[src/rtl/parity_xcvr_pkg.sv]
package parity_xcvr_pkg;

  typedef struct packed {
    logic driveA;     // A pads driven from B
    logic driveB;     // B pads driven from A
    logic invertPar;  // flip the generated parity bit
    logic capture;    // load the error flag on this edge
  } xcvrStrobes_t;

endpackage

[src/rtl/xcvr_ctrl.sv]
module xcvr_ctrl
  import parity_xcvr_pkg::*;
(
  input  logic         aEnN,
  input  logic         bEnN,
  output xcvrStrobes_t strobes
);

  typedef enum logic [1:0] {
    MODE_DIAG = 2'b00,
    MODE_B2A  = 2'b01,
    MODE_A2B  = 2'b10,
    MODE_ISO  = 2'b11
  } xcvrMode_t;

  xcvrMode_t mode;

  always_comb begin
    mode = xcvrMode_t'({aEnN, bEnN});
    strobes = '0;
    unique case (mode)
      MODE_A2B: begin
        strobes.driveB  = 1'b1;
        strobes.capture = 1'b1;
      end
      MODE_DIAG: begin
        strobes.driveB    = 1'b1;
        strobes.invertPar = 1'b1;
        strobes.capture   = 1'b1;
      end
      MODE_B2A: begin
        strobes.driveA  = 1'b1;
        strobes.capture = 1'b1;
      end
      default: strobes = '0;
    endcase
  end

endmodule

[src/rtl/xcvr_datapath.sv]
module xcvr_datapath
  import parity_xcvr_pkg::*;
#(
  parameter int DATA_W = 8
) (
  input  logic              clk,
  input  logic              clrN,
  input  xcvrStrobes_t      strobes,
  input  logic [DATA_W-1:0] aIn,
  input  logic [DATA_W-1:0] bIn,
  input  logic              bParIn,
  output logic [DATA_W-1:0] aOut,
  output logic              aOe,
  output logic [DATA_W-1:0] bOut,
  output logic              bParOut,
  output logic              bOe,
  output logic              errN,
  output logic              errOe
);

  localparam int WORD_W = DATA_W + 1;

  logic              genPar;
  logic [WORD_W-1:0] chkWord;
  logic              chkErr;
  logic              errFlag;

  // Odd parity: the bit that makes the word's ones count odd.
  assign genPar = ~(^aIn) ^ strobes.invertPar;

  assign bOut    = aIn;
  assign bParOut = genPar;
  assign bOe     = strobes.driveB;
  assign aOut    = bIn;
  assign aOe     = strobes.driveA;

  // The checker looks at whatever is on the B bus, including our own drive.
  assign chkWord = strobes.driveB ? {genPar, aIn} : {bParIn, bIn};
  assign chkErr  = ~(^chkWord);

  always_ff @(posedge clk or negedge clrN) begin
    if (!clrN)                errFlag <= 1'b0;
    else if (strobes.capture) errFlag <= chkErr;
  end

  assign errN  = ~errFlag;
  assign errOe = errFlag;

endmodule

[src/rtl/parity_xcvr.sv]
module parity_xcvr
  import parity_xcvr_pkg::*;
#(
  parameter int DATA_W = 8
) (
  input  logic              clk,
  input  logic              clrN,
  input  logic              aEnN,
  input  logic              bEnN,
  input  logic [DATA_W-1:0] aIn,
  output logic [DATA_W-1:0] aOut,
  output logic              aOe,
  input  logic [DATA_W-1:0] bIn,
  input  logic              bParIn,
  output logic [DATA_W-1:0] bOut,
  output logic              bParOut,
  output logic              bOe,
  output logic              errN,
  output logic              errOe
);

  xcvrStrobes_t strobes;

  xcvr_ctrl u_ctrl (
    .aEnN    (aEnN),
    .bEnN    (bEnN),
    .strobes (strobes)
  );

  xcvr_datapath #(.DATA_W(DATA_W)) u_dp (
    .clk     (clk),
    .clrN    (clrN),
    .strobes (strobes),
    .aIn     (aIn),
    .bIn     (bIn),
    .bParIn  (bParIn),
    .aOut    (aOut),
    .aOe     (aOe),
    .bOut    (bOut),
    .bParOut (bParOut),
    .bOe     (bOe),
    .errN    (errN),
    .errOe   (errOe)
  );

endmodule

[config.mk]
export PLATFORM = sky130hd
export DESIGN_NAME = parity_xcvr
export DESIGN_NICKNAME = d
export VERILOG_FILES = /design/src/rtl/parity_xcvr_pkg.sv /design/src/rtl/xcvr_ctrl.sv /design/src/rtl/xcvr_datapath.sv /design/src/rtl/parity_xcvr.sv
export SDC_FILE = /design/constraint.sdc
export NUM_CORES = 1
export LEC_CHECK = 0
export ABC_AREA = 0
export BUFFER_PORTS_ARGS = -buffer_cell sky130_fd_sc_hd__buf_4
export CORE_AREA = 4 4 41 43
export DETAILED_ROUTE_END_ITERATION = 10
export DIE_AREA = 0 0 45 47
export MAX_ROUTING_LAYER = met4
export PLACE_DENSITY = 0.62
export RECOVER_POWER = 25
export SETUP_SLACK_MARGIN = 0.3
export SLEW_MARGIN = 20
export SYNTH_ARGS = -nofsm -noshare
export SYNTH_HDL_FRONTEND = slang
export SYNTH_SLANG_ARGS = --single-unit
[constraint.sdc]
create_clock -name clk -period 1.9 [get_ports clk]
set_clock_uncertainty 0.05 [all_clocks]
set_input_delay 0.38 -clock clk [delete_from_list [all_inputs] [get_ports clk]]
set_output_delay 0.38 -clock clk [all_outputs]
set_load 0.01 [all_outputs]
[After elaboration in Yosys (flattened, before gate mapping)]
Cells that the tools add are included.
Word-level totals
  register bits: 1
  logic and storage cells: 17
Cells by class
  equality and inequality tests: 2
  reductions and logical operators: 5
  bitwise operators: 4
  muxes and demuxes: 5
Operators by type and width (count)
  9-bit 2-to-1 mux: 1
  9-bit XOR reduction: 1
  8-bit XOR reduction: 1
  1-bit 2-to-1 mux: 4
  1-bit inverter: 3
  3-bit OR reduction: 1
  2-bit by 1-bit equality test with 1-bit output, second input constant: 1
  2-bit equality test, second input constant: 1
  2-bit logical NOT: 1
  2-bit OR reduction: 1
  1-bit XOR: 1

[Logic depth before layout (Yosys ltp)]
  depth after elaboration: 6
  gate-level depth with buffers: 4

[Hierarchy]
Synthesis repeated with hierarchy kept, for this count alone.
Second synthesis, totals
  cell total of the unflattened synthesis: 44
  area, all modules: 377.9 um^2
By module, submodules not included
  xcvr_datapath: cells an instance 40, instances 1, area each 357.8 um^2
  xcvr_ctrl: cells an instance 4, instances 1, area each 20.0 um^2

[Least setup slack after synthesis]
Ideal clock, no wire load.
  path kind: input port to output port
  from: input port aIn[5]
  to: output port bParOut
  cell stages on the path: 4
  buffers on the path: 0
  arrival time: 1.043 ns
  setup slack: 0.427 ns
  cell sequence: xnor2_1 > xnor2_1 > xnor2_1 > xnor2_1
Between the ends
  longest elaborated chain between the ends: 3
Ends and longest elaborated chain
  start, declared: line parity_xcvr.sv:10  | input logic [DATA_W-1:0] aIn,
  8-bit XOR reduction: line xcvr_datapath.sv:29  | assign genPar = ~(^aIn) ^ strobes.invertPar;
  1-bit inverter: line xcvr_datapath.sv:29
  1-bit XOR: line xcvr_datapath.sv:29
  end, declared: line parity_xcvr.sv:16  | output logic bParOut,
Every way passes these cells.

[Worst setup path in the final report]
  from: input port aIn[7]
  to: output port bParOut
Same word-level chain as after synthesis.

==> impl_metrics.py <==
metrics = {
    "clock_tree": {
        "cts_setup_buffers": 0,
        "ctsHoldBuffers": 0,
        "clk_pin_slew_ps": 0,
        "clk_latency_ps": 0,
    },
    "grt": {
        "grt_use_total": 0.0629,
        "antenna_found_initial": 0,
        "grt_pass1_vias": 266,
        "overflow": 0,
        "grt_pass1_wl_mm": 1.03,
        "grt_max_degree": 4,
    },
    "placed_design": {
        "pre_cts_ws_ps": 202,
        "gp_congestion": 0.609,
        "dp_hpwl_um": 679,
        "numPortBuffers": 41,
    },
    "finish": {
        "largest_register_ffs": 1,
        "layout_commonest_cell": "buf_4",
        "nets": 86,
        "num_antenna_cells": 0,
        "drive_gt1_frac": 0.667,
        "area_growth_pct": 76.1,
        "layout_common_cells": "buf_4, xnor2_1, buf_6, clkbuf_1, xnor2_2",
    },
    "setup_path": {
        "crit_path_top_delay_cell": "xnor2_1",
        "r2r.worst_path.cells": 2,
        "r2r-start": "u_dp.errOe",
        "required_ps": 1470,
        "crit_cells": 6,
        "cp_top_family": "XOR/XNOR gates",
        "reg2reg_slack_ps": 1220,
        "cp.arrival_ps": 1210,
        "crit_chain": "buf_8 > xnor2_2 > xnor2_1 > xnor2_1 > xnor2_1 > buf_4",
        "start_kind": "input port",
        "cp_slowest_stage_delay_ps": 190,
        "crit_buf_inv": 2,
        "r2r-end": "u_dp.errOe",
        "cpMostUsedCell": "xnor2_1",
        "path_max_fanout": 2,
        "cp-end-kind": "output pin",
        "crit_type": "in -> out",
    },
    "sta": {
        "setup_viol_count_final": 0,
        "hold_viol": 0,
        "rsz0062_at_grt": "true",
        "period_needed_ps": 1640,
        "fin_crit_sh": 0.864,
        "fmax_mhz": 609,
        "tightest_slew_ps": 405,
        "setup_slack_ps": 259,
        "slew_viol_final": 0,
        "fin_setup_tns_ps": 0,
        "slew_headroom": 0.728,
    },
    "logic_synthesis": {
        "ys_seq_area_frac": 0.0746,
        "syn_area_sq_um": 335,
        "syn-num-nets": 59,
        "yosysTopAreaCell": "buf_4",
        "avgSynthCellArea_sq_um": 8.82,
        "yosys_warnings": 0,
        "synth-seq-cells": 1,
        "synth.area.top_cells": "buf_4, xnor2_1, xnor2_4",
        "yosysTopAreaCellShare": 0.358,
        "syn_inst": 38,
        "yosysUniqueCellTypes": 10,
    },
    "route": {
        "dr.pass1.iters": 2,
        "ant_nets": 0,
        "drcViolationCount": 0,
        "drt_wl_total_um": 754,
        "vias_per_cell": 3.91,
        "wl_per_cell_um": 9.67,
        "first_iter_violations": 1,
        "vias": 305,
    },
    "status": {
        "outcome": "finished clean",
    },
    "floorplanning": {
        "fp.dieH_um": 47,
        "dieArea_sq_mm": 0.00212,
        "rows": 13,
        "fp.coreArea_sq_mm": 0.00130,
        "initial_core_util": 0.258,
        "pin_count": 42,
        "die_w_um": 45,
    },
    "pwr": {
        "p_per_area_mw_per_mm2": 396,
        "ir_drop_v": 0.000145,
        "p_leak_nw": 0.302,
    },
    "hold_path": {
        "hold_path.class": "in -> async",
    },
    "job": {
        "maxCapViolCount": 0,
    },
}
-- stage by stage --
stage               hold slack (ps)  power [mW]  area [sq um]  cells   util
floorplan                      34.4       0.149           335     38      -
global placement                106       0.226           542     78  0.416
detailed placement              108       0.227           542     78  0.416
CTS                             108       0.234           568     78  0.437
global route                    131       0.251           591     78  0.454
finish                          127       0.234           591     78  0.454
-- layer usage --
layer	vias up	part of all wire	GRT usage
met4	0	0	0
met1	124	0.28	0.0774
li1	151	-	-
met2	30	0.49	0.113
met5	-	0	-
met3	0	0.23	0.0115
-- timing repair --
action | in CTS | in global routing
endpoints found under the setup margin | 1 | 2
resized for setup | 5 | 6
pin swaps | 5 | 8
-- power breakdown --
part / total, mW / switching (mW) / internal (mW)
combinational: 0.206 / 0.0799 / 0.126
clock: 0 / 0 / 0
sequential: 0.0281 / 0.00275 / 0.0254
total: 0.234 / 0.0826 / 0.151
-- kinds of logic after synthesis --
group / after synthesis / share of synthesized area
and+or+nand+nor: 3 / 0.0336
DFF: 1 / 0.0746
AOI/OAI and AO/OA: 1 / 0.0224
xor gates and xnor gates: 15 / 0.489
buffers and inverters: 18 / 0.381
-- layout make-up --
| class | count | area (sq um) |
|---|---|---|
| fill | 131 | 711 |
| multi-input combinational | 19 | 224 |
| timing repair buffer | 41 | 315 |
| inverter | 2 | 7.51 |
| tap | 15 | 18.8 |
| sequential | 1 | 25.0 |
-- cells in the mapped netlist --
cell     number
xor2_1        2
inv_1         2
buf_4        16
xnor2_4       1
nor2_1        2
xnor2_1      11
a22oi_1       1
xnor3_1       1
nand2_1       1
dfrtp_1       1
-- how the worst max path moves through the flow --
stage	endpoint	startpoint
4_1_cts	bParOut	aIn[4]
3_5_place_dp	bParOut	aIn[5]
3_3_place_gp	bParOut	aIn[5]
6_report	bParOut	aIn[7]
2_1_floorplan	bParOut	aIn[5]
5_1_grt	bParOut	aIn[7]
Note: power is estimated with default switching activity, not from simulation.
